## src/rtl/hpd_pkg.sv

```systemverilog
package hpd_pkg;
  localparam int REG_W = 32;
  localparam int CTR_W = 8;
  localparam int SWP_W = 16;

  localparam logic [2:0] A_CTRL   = 3'd0;
  localparam logic [2:0] A_SAMPLE = 3'd1;
  localparam logic [2:0] A_TRIG   = 3'd2;
  localparam logic [2:0] A_IRQ    = 3'd3;
  localparam logic [2:0] A_SWEEP  = 3'd4;
  localparam logic [2:0] A_PSEL   = 3'd5;
  localparam logic [2:0] A_PDATA  = 3'd6;

  localparam logic [7:0] DEF_SAMPLE = 8'd10;
  localparam logic [7:0] DEF_TRIG   = 8'd9;
  localparam logic [7:0] DEF_IRQ    = 8'd2;

  typedef struct packed {
    logic             enable;
    logic             narrow;
    logic             zero_on_wr;
    logic [7:0]       sample_n;
    logic [7:0]       trigger;
    logic [7:0]       irq_level;
    logic [SWP_W-1:0] sweep_ivl;
  } cfg_t;
endpackage

```

## src/rtl/hpd_cfg_regs.sv

```systemverilog
module hpd_cfg_regs
  import hpd_pkg::*;
#(
  parameter int PG_W      = 4,
  parameter int CPU_W     = 2,
  parameter int DEF_SWEEP = 4096
) (
  input  logic             clk,
  input  logic             rst_n,
  input  logic             wr,
  input  logic [2:0]       addr,
  input  logic [REG_W-1:0] wdata,
  output logic [REG_W-1:0] rdata,
  output cfg_t             cfg,
  output logic [PG_W-1:0]  psel_page,
  output logic [CPU_W-1:0] psel_cpu,
  input  logic [CTR_W:0]   probe_data
);
  logic unused_wdata;
  assign unused_wdata = ^wdata;

  always_ff @(posedge clk) begin
    if (!rst_n) begin
      cfg.enable     <= 1'b0;
      cfg.narrow     <= 1'b0;
      cfg.zero_on_wr <= 1'b0;
      cfg.sample_n   <= DEF_SAMPLE;
      cfg.trigger    <= DEF_TRIG;
      cfg.irq_level  <= DEF_IRQ;
      cfg.sweep_ivl  <= SWP_W'(DEF_SWEEP);
      psel_page      <= '0;
      psel_cpu       <= '0;
    end else if (wr) begin
      case (addr)
        A_CTRL: begin
          cfg.enable     <= wdata[0];
          cfg.narrow     <= wdata[1];
          cfg.zero_on_wr <= wdata[2];
        end
        A_SAMPLE: cfg.sample_n  <= wdata[7:0];
        A_TRIG:   cfg.trigger   <= wdata[7:0];
        A_IRQ:    cfg.irq_level <= wdata[7:0];
        A_SWEEP:  cfg.sweep_ivl <= wdata[SWP_W-1:0];
        A_PSEL: begin
          psel_page <= wdata[PG_W-1:0];
          psel_cpu  <= wdata[16 +: CPU_W];
        end
        default: ;
      endcase
    end
  end

  always_comb begin
    rdata = '0;
    case (addr)
      A_CTRL:   rdata[2:0] = {cfg.zero_on_wr, cfg.narrow, cfg.enable};
      A_SAMPLE: rdata[7:0] = cfg.sample_n;
      A_TRIG:   rdata[7:0] = cfg.trigger;
      A_IRQ:    rdata[7:0] = cfg.irq_level;
      A_SWEEP:  rdata[SWP_W-1:0] = cfg.sweep_ivl;
      A_PSEL: begin
        rdata[PG_W-1:0]    = psel_page;
        rdata[16 +: CPU_W] = psel_cpu;
      end
      A_PDATA:  rdata[CTR_W:0] = probe_data;
      default:  rdata = '0;
    endcase
  end
endmodule

```

## src/rtl/hpd_sampler.sv

```systemverilog
module hpd_sampler (
  input  logic       clk,
  input  logic       rst_n,
  input  logic       miss_fire,
  input  logic       enable,
  input  logic [7:0] sample_n,
  output logic       hit
);
  logic [7:0] phase_q;
  logic       live;

  assign live = miss_fire && enable;
  assign hit  = live && ((sample_n <= 8'd1) || (phase_q >= sample_n - 8'd1));

  always_ff @(posedge clk) begin
    if (!rst_n)    phase_q <= '0;
    else if (live) phase_q <= hit ? 8'd0 : phase_q + 8'd1;
  end


  sample_restart_chk: assert property (@(posedge clk) disable iff (!rst_n)
    hit |=> phase_q == 8'd0);


  sample_idle_chk: assert property (@(posedge clk) disable iff (!rst_n)
    !live |=> $stable(phase_q));
endmodule

```

## src/rtl/hpd_counter_array.sv

```systemverilog
module hpd_counter_array
  import hpd_pkg::*;
#(
  parameter int NUM_PAGES = 16,
  parameter int NUM_CPUS  = 4,
  localparam int PG_W  = $clog2(NUM_PAGES),
  localparam int CPU_W = $clog2(NUM_CPUS)
) (
  input  logic             clk,
  input  logic             rst_n,
  input  logic             ev_fire,
  input  logic             ev_wb,
  input  logic [PG_W-1:0]  ev_page,
  input  logic [CPU_W-1:0] ev_cpu,
  input  logic             enable,
  input  logic             narrow,
  input  logic             zero_on_wr,
  input  logic [7:0]       trigger,
  input  logic [SWP_W-1:0] sweep_ivl,
  input  logic             sample_hit,
  input  logic [PG_W-1:0]  probe_page,
  input  logic [CPU_W-1:0] probe_cpu,
  output logic [CTR_W:0]   probe_data,
  output logic             hot_push,
  output logic [PG_W-1:0]  hot_page,
  output logic             sweeping
);
  localparam logic [PG_W-1:0] LAST_PG = PG_W'(NUM_PAGES - 1);

  logic [CTR_W-1:0] ctr_q [NUM_PAGES][NUM_CPUS];
  logic [NUM_PAGES-1:0] wbit_q;

  logic [CTR_W-1:0] cur_val, inc_val, cap_val;
  logic             count_en, mark_en;

  logic [SWP_W-1:0] timer_q;
  logic [PG_W-1:0]  sweep_idx;
  logic             sweep_run, sweep_start;

  // saturating increment of the addressed entry
  assign cap_val  = narrow ? CTR_W'(15) : {CTR_W{1'b1}};
  assign cur_val  = ctr_q[ev_page][ev_cpu];
  assign inc_val  = (cur_val >= cap_val) ? cap_val : cur_val + CTR_W'(1);
  assign count_en = sample_hit && !ev_wb;
  assign mark_en  = ev_fire && ev_wb && enable;

  assign hot_push = count_en && (cur_val < trigger) && (inc_val >= trigger);
  assign hot_page = ev_page;

  assign probe_data = {wbit_q[probe_page], ctr_q[probe_page][probe_cpu]};

  // interval timer that launches a sweep
  assign sweep_run   = enable && (sweep_ivl != '0);
  assign sweep_start = sweep_run && !sweeping && (timer_q >= sweep_ivl - SWP_W'(1));

  always_ff @(posedge clk) begin
    if (!rst_n) begin
      timer_q   <= '0;
      sweeping  <= 1'b0;
      sweep_idx <= '0;
    end else begin
      if (!sweep_run || sweep_start) timer_q <= '0;
      else if (!sweeping)            timer_q <= timer_q + SWP_W'(1);

      if (sweep_start) begin
        sweeping <= 1'b1;
      end else if (sweeping) begin
        if (sweep_idx == LAST_PG) begin
          sweeping  <= 1'b0;
          sweep_idx <= '0;
        end else begin
          sweep_idx <= sweep_idx + PG_W'(1);
        end
      end
    end
  end

  // counter and mark storage
  always_ff @(posedge clk) begin
    if (!rst_n) begin
      for (int p = 0; p < NUM_PAGES; p++)
        for (int c = 0; c < NUM_CPUS; c++)
          ctr_q[p][c] <= '0;
      wbit_q <= '0;
    end else if (sweeping) begin
      for (int c = 0; c < NUM_CPUS; c++) ctr_q[sweep_idx][c] <= '0;
      wbit_q[sweep_idx] <= 1'b0;
    end else begin
      if (count_en) ctr_q[ev_page][ev_cpu] <= inc_val;
      if (mark_en) begin
        wbit_q[ev_page] <= 1'b1;
        if (zero_on_wr)
          for (int c = 0; c < NUM_CPUS; c++) ctr_q[ev_page][c] <= '0;
      end
    end
  end


  sweep_launch_chk: assert property (@(posedge clk) disable iff (!rst_n)
    sweep_start |=> sweeping && (sweep_idx == '0));


  sweep_end_chk: assert property (@(posedge clk) disable iff (!rst_n)
    (sweeping && sweep_idx == LAST_PG) |=> !sweeping);


  sat_cap_chk: assert property (@(posedge clk) disable iff (!rst_n)
    (count_en && !sweeping && narrow && cur_val <= CTR_W'(15)) |=>
      (ctr_q[$past(ev_page)][$past(ev_cpu)] <= CTR_W'(15)));
endmodule

```

## src/rtl/hpd_hot_queue.sv

```systemverilog
module hpd_hot_queue #(
  parameter int DEPTH = 10,
  parameter int W     = 4,
  localparam int CNT_W = $clog2(DEPTH + 1)
) (
  input  logic             clk,
  input  logic             rst_n,
  input  logic             push,
  input  logic [W-1:0]     push_page,
  input  logic             pop,
  output logic [CNT_W-1:0] count,
  output logic [W-1:0]     head
);
  logic [W-1:0]     ent_q [DEPTH];
  logic [W-1:0]     ent_n [DEPTH];
  logic [CNT_W-1:0] base;
  logic             pop_ok, dup, accept;

  assign pop_ok = pop && (count != '0);
  assign head   = ent_q[0];

  always_comb begin
    dup = 1'b0;
    for (int i = 0; i < DEPTH; i++)
      if ((CNT_W'(i) < count) && (ent_q[i] == push_page) && !(pop_ok && i == 0))
        dup = 1'b1;
  end

  assign accept = push && !dup && ((count < CNT_W'(DEPTH)) || pop_ok);
  assign base   = pop_ok ? count - CNT_W'(1) : count;

  always_comb begin
    for (int i = 0; i < DEPTH; i++) begin
      if (pop_ok && i < DEPTH - 1) ent_n[i] = ent_q[i + 1];
      else                         ent_n[i] = ent_q[i];
      if (accept && CNT_W'(i) == base) ent_n[i] = push_page;
    end
  end

  always_ff @(posedge clk) begin
    if (!rst_n) begin
      count <= '0;
      for (int i = 0; i < DEPTH; i++) ent_q[i] <= '0;
    end else begin
      count <= base + CNT_W'(accept);
      for (int i = 0; i < DEPTH; i++) ent_q[i] <= ent_n[i];
    end
  end


  no_overflow_chk: assert property (@(posedge clk) disable iff (!rst_n)
    (count == CNT_W'(DEPTH) && !pop) |=> count == CNT_W'(DEPTH));


  pop_shrink_chk: assert property (@(posedge clk) disable iff (!rst_n)
    (pop_ok && !push) |=> count == $past(count) - CNT_W'(1));


  empty_pop_chk: assert property (@(posedge clk) disable iff (!rst_n)
    (count == '0 && !push) |=> count == '0);
endmodule

```

## src/rtl/hot_page_detector.sv

```systemverilog
module hot_page_detector
  import hpd_pkg::*;
#(
  parameter int NUM_PAGES = 16,
  parameter int NUM_CPUS  = 4,
  parameter int Q_DEPTH   = 10,
  parameter int DEF_SWEEP = 4096,
  localparam int PG_W  = $clog2(NUM_PAGES),
  localparam int CPU_W = $clog2(NUM_CPUS),
  localparam int CNT_W = $clog2(Q_DEPTH + 1)
) (
  input  logic             clk,
  input  logic             rst_n,
  input  logic             ev_valid,
  output logic             ev_ready,
  input  logic [PG_W-1:0]  ev_page,
  input  logic [CPU_W-1:0] ev_cpu,
  input  logic             ev_wb,
  input  logic             pop_ready,
  output logic             pop_valid,
  output logic [31:0]      pop_data,
  output logic             irq,
  input  logic             cfg_wr,
  input  logic [2:0]       cfg_addr,
  input  logic [31:0]      cfg_wdata,
  output logic [31:0]      cfg_rdata
);
  cfg_t             cfg;
  logic [PG_W-1:0]  psel_page, hot_page, q_head;
  logic [CPU_W-1:0] psel_cpu;
  logic [CTR_W:0]   probe_data;
  logic             sweeping, ev_fire, sample_hit, hot_push, pop_fire;
  logic [CNT_W-1:0] q_count;

  assign ev_ready = !sweeping;
  assign ev_fire  = ev_valid && ev_ready;

  hpd_cfg_regs #(.PG_W(PG_W), .CPU_W(CPU_W), .DEF_SWEEP(DEF_SWEEP)) u_regs (
    .clk(clk), .rst_n(rst_n), .wr(cfg_wr), .addr(cfg_addr), .wdata(cfg_wdata),
    .rdata(cfg_rdata), .cfg(cfg), .psel_page(psel_page), .psel_cpu(psel_cpu),
    .probe_data(probe_data)
  );

  hpd_sampler u_sampler (
    .clk(clk), .rst_n(rst_n), .miss_fire(ev_fire && !ev_wb),
    .enable(cfg.enable), .sample_n(cfg.sample_n), .hit(sample_hit)
  );

  hpd_counter_array #(.NUM_PAGES(NUM_PAGES), .NUM_CPUS(NUM_CPUS)) u_ctrs (
    .clk(clk), .rst_n(rst_n), .ev_fire(ev_fire), .ev_wb(ev_wb),
    .ev_page(ev_page), .ev_cpu(ev_cpu), .enable(cfg.enable),
    .narrow(cfg.narrow), .zero_on_wr(cfg.zero_on_wr), .trigger(cfg.trigger),
    .sweep_ivl(cfg.sweep_ivl), .sample_hit(sample_hit),
    .probe_page(psel_page), .probe_cpu(psel_cpu), .probe_data(probe_data),
    .hot_push(hot_push), .hot_page(hot_page), .sweeping(sweeping)
  );

  hpd_hot_queue #(.DEPTH(Q_DEPTH), .W(PG_W)) u_queue (
    .clk(clk), .rst_n(rst_n), .push(hot_push), .push_page(hot_page),
    .pop(pop_ready), .count(q_count), .head(q_head)
  );

  assign pop_valid = (q_count != '0);
  assign pop_fire  = pop_ready && pop_valid;
  assign pop_data  = pop_valid ? 32'(q_head) : 32'hFFFF_FFFF;
  assign irq       = (cfg.irq_level != 8'd0) && (8'(q_count) >= cfg.irq_level);


  last_pop_chk: assert property (@(posedge clk) disable iff (!rst_n)
    (pop_fire && q_count == CNT_W'(1) && !hot_push) |=> !pop_valid);


  hold_off_chk: assert property (@(posedge clk) disable iff (!rst_n)
    sweeping |-> !hot_push);
endmodule

```

## config.mk

```make
export PLATFORM = sky130hd
export DESIGN_NAME = hot_page_detector
export DESIGN_NICKNAME = d
export VERILOG_FILES = /design/src/rtl/hpd_pkg.sv /design/src/rtl/hpd_cfg_regs.sv /design/src/rtl/hpd_sampler.sv /design/src/rtl/hpd_counter_array.sv /design/src/rtl/hpd_hot_queue.sv /design/src/rtl/hot_page_detector.sv
export SDC_FILE = /design/constraint.sdc
export NUM_CORES = 1
export LEC_CHECK = 0
export BUFFER_PORTS_ARGS = -buffer_cell sky130_fd_sc_hd__buf_2
export CAP_MARGIN = 15
export CORE_MARGIN = 4
export CORE_UTILIZATION = 55
export CTS_CLUSTER_DIAMETER = 40
export DETAILED_ROUTE_END_ITERATION = 7
export PLACE_DENSITY = 0.72
export SYNTH_ARGS = -nofsm -noshare
export SYNTH_HDL_FRONTEND = slang
export SYNTH_HIERARCHICAL = 1
export SYNTH_SLANG_ARGS = --single-unit
```

## constraint.sdc

```tcl
create_clock -name clk -period 10.3 [get_ports clk]
set_input_delay 3.09 -clock clk [delete_from_list [all_inputs] [get_ports clk]]
set_output_delay 3.09 -clock clk [all_outputs]
set_load 0.1 [all_outputs]
```

# == After elaboration in Yosys (flattened, before gate mapping) ==
# Memories as Yosys holds them, arrays and structs flattened. A register that Yosys moved wholly into a read port is not among the register bits.
# Index checks and enable logic that the tools add are counted.
# op_classes
addsub,8
n_lt_le_gt_ge,26
n_eq_ne,26
muxes,124
n_bitwise,49
n_reduce_logical,64
# op_table
operator,count
2-to-1 mux 32 bit,5
2-to-1 mux 4 bit,35
2-to-1 mux 8 bit,8
OR reduction 32 bit,2
2-to-1 mux 1 bit,62
bitwise OR 1 bit,42
== test 4 bit,10
logical AND 1 bit,40
binary-select mux 8 bit (select 2 bit),2
2-to-1 mux 16 bit,2
greater-or-equal comparator 8 bit,3
one-hot mux 3 bit (7 select lines),1
one-hot mux 4 bit (5 select lines),1
adder 16 x 1 -> 16 bit (second input constant),1
adder 8 x 1 -> 8 bit (second input constant),2
AND 16 bit,1
demux 8 bit (select 2 bit),1
== test 3 x 4 -> 1 bit (first input constant),4
greater-or-equal comparator 16 bit,1
less-than comparator 3 x 4 -> 1 bit (first input constant),4
inverter 16 bit,1
bitwise OR 16 bit,1
nonzero test 16 bit,1
subtractor 16 x 1 -> 16 bit (second input constant),1
39 further kinds,66
# totals
regBits,98
mem_bits_rw,552
wordCells,314
n_memories,2
# mem_list
name,words,word_bits,rd,rd_clocked_by_memory_dff,wr,line_no,source
u_ctrs.ctr_q,16,32,2,1,16,hpd_counter_array.sv:30,logic [CTR_W-1:0] ctr_q [NUM_PAGES][NUM_CPUS];
u_queue.ent_q,10,4,10,0,10,hpd_hot_queue.sv:14,logic [W-1:0] ent_q [DEPTH];

# == Depth between registers and ports, before layout ==
# logic_depth
word_depth,20
depth_mapped,35
ltp_nobuf,30

# == Cells and area by module ==
# Netlist, hierarchy kept.
# modules_own_cells
mod,instances,cells_each,area_per_inst_um2,seq_area_each_um2
hpd_counter_array,1,2247,30480.5,16115.5
hpd_hot_queue,1,387,3081.7,880.8
hpd_cfg_regs,1,271,2501.1,980.9
hpd_sampler,1,96,759.5,160.2
hot_page_detector,1,52,384.1,0.0

# == Least setup slack after synthesis ==
# OpenSTA, ideal clock, no wires.
# synth_timing
path_type,input to register
from,input ev_page[1]
to,register u_queue.count[2]
setup_time_ns,0.115
arrival_ns,8.915
slack_ns,1.270
path_stages,30
path_buffers,5
cell_sequence,buf_2 clkbuf_1 buf_1 mux4_2 mux4_2 mux4_2 ha_1 nand4_1 a211oi_1 or2_1 buf_2 nor2_1 ha_1 nand2b_1 a21o_1 a21o_1 a21oi_1 nor2b_1 o21ai_0 nand2b_1 a211oi_1 nor3_1 o221ai_1 nor4_4 buf_6 and2_1 ha_1 ha_1 xor2_1 and2_1
# synth_between
word_cells_on_any_way,46
cone_classes,add/sub: 2; order compare: 3; eq/ne: 10; mux: 14; reduce/logical: 16; memory: 1
# synth_lines
element,line_no,source
start: declaration,hot_page_detector.sv:16,"input logic [PG_W-1:0] ev_page,"
memory (16 x 32 bit) (*),--,
binary-select mux 8 bit (select 2 bit) (*),hpd_counter_array.sv:42,assign cur_val = ctr_q[ev_page][ev_cpu];
2-to-1 mux 8 bit (implied by the code) (*) (2 in a row),hpd_counter_array.sv:42,
adder 8 x 1 -> 8 bit or greater-or-equal comparator 8 bit (tied branches),hpd_counter_array.sv:43,assign inc_val = (cur_val >= cap_val) ? cap_val : cur_val + CTR_W'(1);
2-to-1 mux 8 bit,hpd_counter_array.sv:43,
greater-or-equal comparator 8 bit,hpd_counter_array.sv:47,assign hot_push = count_en && (cur_val < trigger) && (inc_val >= trigger);
logical AND 1 bit (*),hpd_counter_array.sv:47,
net hot_push,hot_page_detector.sv:32,"logic sweeping, ev_fire, sample_hit, hot_push, pop_fire;"
logical AND 1 bit (*) (2 in a row),hpd_hot_queue.sv:29,assign accept = push && !dup && ((count < CNT_W'(DEPTH)) || pop_ok);
adder 4 x 1 -> 4 bit (*),hpd_hot_queue.sv:45,count <= base + CNT_W'(accept);
end signal: assignment,hpd_hot_queue.sv:45,
end: declaration,hpd_hot_queue.sv:11,"output logic [CNT_W-1:0] count,"
# Mark *: on every way through the listed nets, which the timed path passes. The rest lies on a longest branch. The select of a mux whose other input is x is not followed.
# A chain may end at the register's enable or synchronous reset.

==> key figures <==
Timing
  – Layout Skew: roughly 0.022 ns
  – Setup TNS: 0 ns
  – Fin crit period: 9.59 ns
  – Slew Limit Fails: 0
  – # setup viols final: 0
  – Unrepaired setup endpoints after global routing: no
  – Slew headroom: around 9.2%
  – Endpoints failing hold: 0
  – Final WS setup: ~0.7 ns
  – Tcrit/Tclk final: 93.1%
  – Least-Margin Pin Slew: 1.35 ns
  – Max Clk Rate: ~0.10 GHz

Pwr
  – Internal: roughly 0.0053 W
  – IR drop worst, VDD: 0.653 mV
  – P_sw: 0.00304 W
  – Switching Share: 36.4%
  – Clock power frac: roughly two fifths
  – Flop pwr share: a little over a third
  – PwrDens: 202 mW/mm²
  – Combinational power share: 24.7%
  – Leak: between 10 and 15 nW

Floorplan
  – Number of core rows: 95
  – Die width: between 200 and 300 µm
  – Core box area: 0.0672 mm²
  – Initial core utilization: 55.4%
  – Die Ht: 268 µm
  – DIE AREA: 0.0719 mm²
  – # IOs: around 110

Yosys
  – Seq cells post-synth: 650
  – Synthesized area per cell: 12.2 µm²
  – Sequential-to-total area share from yosys stat: 48.7%
  – Ys Warns: 6
  – Yosys cell types: 90
  – Post-synthesis cell area: 0.0372 mm²
  – Post-synth EDFFs: around 500
  – Main synth FF type: edfxtp_1
  – Asr flop ratio synth: 0%
  – Cells after Synth: 3,053

Clocking
  – Root buf cell: clkbuf_16
  – CTS tree: built
  – CTS sink cnt: 650
  – Clock network latency to the later pin of the worst-skew pair: 0.66 ns
  – CTS resizes: 0
  – H-Tree Depth: 3
  – Post-CTS Hold Buffers: 0
  – Post-CTS setup buffers: 0
  – Clock Path Buffers: 3
  – Worst-path clk slew: roughly 0.050 ns
  – Num CTS Buffers: 99

Global route
  – Vias in the first global route: 26,937
  – Initial antenna violation count: 5
  – First-pass GRT wire length: 166,000 µm
  – Grt ovf: 0
  – Pin count of the biggest net entering global routing: 95
  – All-Layer GR Usage: around 31%

Cells and area
  – Area grow syn2layout: 11.1%
  – Fraction of layout cells with a size suffix above 1: 23.4%
  – Leading cell types in the layout, fill and taps excluded: edfxtp_1 (512), nand2_1 (414), nor2_1 (314)
  – Most common cell after layout, fill and taps aside: edfxtp_1
  – Nets: approximately 3,100

Hold path
  – Hold depth: 2
  – HP Class: flop to flop

Critical path
  – CP peak stage delay: 0.69 ns
  – Delay-heaviest family, CP: simple AND/OR/NAND/NOR gates
  – Critical path startpoint category: input pin
  – Slowest cell on the critical path: nor4_1
  – Worst path arrival time: 10.10 ns
  – Buf/Inv on CP: 6
  – Maximum fanout along the worst path: 57
  – Critical path data required time: 10.81 ns
  – Crit. End Element: flop
  – Worst reg2reg path depth: 26
  – Crit Path Class: input pin to flop
  – WP depth: 28

Run status
  – Status: finished, final reports clean

Route
  – 1st-pass router iterations: 8
  – DRT iter0 DRCs: ~3,800
  – Final antenna-violating net count: 0
  – Via density: between 6 and 7
  – Detail-routed net length per standard cell: ~28 µm
  – Routed wire length: 111,000 µm
  – # DRC: 0
  – Via count: 27,162

Place
  – Gpl congestion: between 0.9 and 1
  – Dpl ws: 0.402 ns
  – IO buf count: between 80 and 90
  – DP HPWL: just over 70,000 µm

Job
  – Max Cap Viol: 0
==> state kept, by name, summed over array words and instances (netlist names) <==
name	count
u_ctrs/ctr_q	512
u_sampler/phase_q	8
u_ctrs/sweeping	1
u_queue/ent_q	40
u_regs/psel_page	4
u_ctrs/wbit_q	16
u_regs/cfg	43
u_ctrs/sweep_idx	4
u_queue/count	4
u_regs/psel_cpu	2
u_ctrs/timer_q	16
==> per-layer routing <==
layer	track usage (%)	part of all wire [%]	routed length, µm	up-vias
met5	0	0.029	32	-
met4	16.7	6.2	6850	4
met3	7.94	12	13400	359
met2	47.3	46	51100	1840
met1	39.8	36	39300	13441
li1	-	-	-	11518
==> through the flow <==
stage / cells / area [µm²] / total power (W) / utilization (%) / hold slack [ns]
finish: 3976 / 41300 / 0.00837 / 61.6 / 0.497
global route: 3974 / 41300 / 0.00861 / 61.6 / 0.515
CTS: 3968 / 41300 / 0.00836 / 61.5 / 0.491
detailed placement: 3783 / 38000 / 0.00506 / 56.5 / 0.483
global placement: 3783 / 38000 / 0.00503 / 56.5 / 0.468
floorplan: 3066 / 37300 / 0.00485 / - / 0.456
==> final timing paths <==
kind / end / slack, ns / from
max: u_queue/ent_q[6][0] / 0.71 / ev_page[0]
min: u_sampler/phase_q[7] / 0.50 / u_sampler/phase_q[7]
max reg2reg: u_queue/ent_q[6][0] / 3.52 / u_ctrs/ctr_q[7][9]
min reg2reg: u_sampler/phase_q[7] / 0.50 / u_sampler/phase_q[7]
==> layout make-up <==
class                   instances  area (µm²)
fillers                      5027       25800
flip-flops and latches        650       18100
multi-input cells            2072       17500
clock buffers                 103        2500
repair buffers                152        1100
well taps                     873        1090
clock inverters                82         802
inverters                      40         150
diodes                          4        10.0
==> tightest hold or removal path: cells and delay by family (launching register included) <==
| family | cells | cell delay [ns] |
|---|---|---|
| and+or+nand+nor | 2 | 0.11 |
| DFF | 1 | 0.33 |
==> power groups by stage <==
stage	sequential (W)	clock, W	combinational [W]
floorplan	0.00300	0	0.00185
global placement	0.00302	0	0.00200
detailed placement	0.00303	0	0.00202
CTS	0.00298	0.00335	0.00203
global route	0.00299	0.00347	0.00214
finish	0.00298	0.00331	0.00207
==> cell usage after synthesis (all sizes together) (9+ instances only) <==
library cell	count	area, µm²
edfxtp	512	15400
nand2	416	1560
nor2	320	1220
mux4	295	6640
buf	170	1090
nor4	160	1250
dfxtp	138	2760
clkbuf	134	505
nor3	131	666
mux2i	107	1070
ha	63	788
a21oi	61	305
a22oi	60	450
xnor2	51	465
nor2b	45	282
nand3	44	270
o21ai	43	226
inv	39	146
and2	34	213
xor2	31	272
nand4	24	231
a21boi	22	165
nand2b	15	93.8
a21o	11	82.6
and3	10	62.6
or2	10	62.6
o31ai	9	67.6
==> cells by family after synthesis <==
| kind of cell | after synthesis | share of synthesized area, % |
|---|---|---|
| AND/OR/NAND/NOR | 1242 | 16.7 |
| AO/OA/AOI/OAI | 265 | 4.86 |
| multiplexers | 406 | 20.9 |
| flip-flops | 650 | 48.7 |
| other | 1 | 0.0101 |
| buffers and inverters | 344 | 4.70 |
| XOR/XNOR | 82 | 1.98 |
| adder cells (fa/ha/maj) | 63 | 2.12 |
No activity file was read; power rests on OpenSTA's default activity.
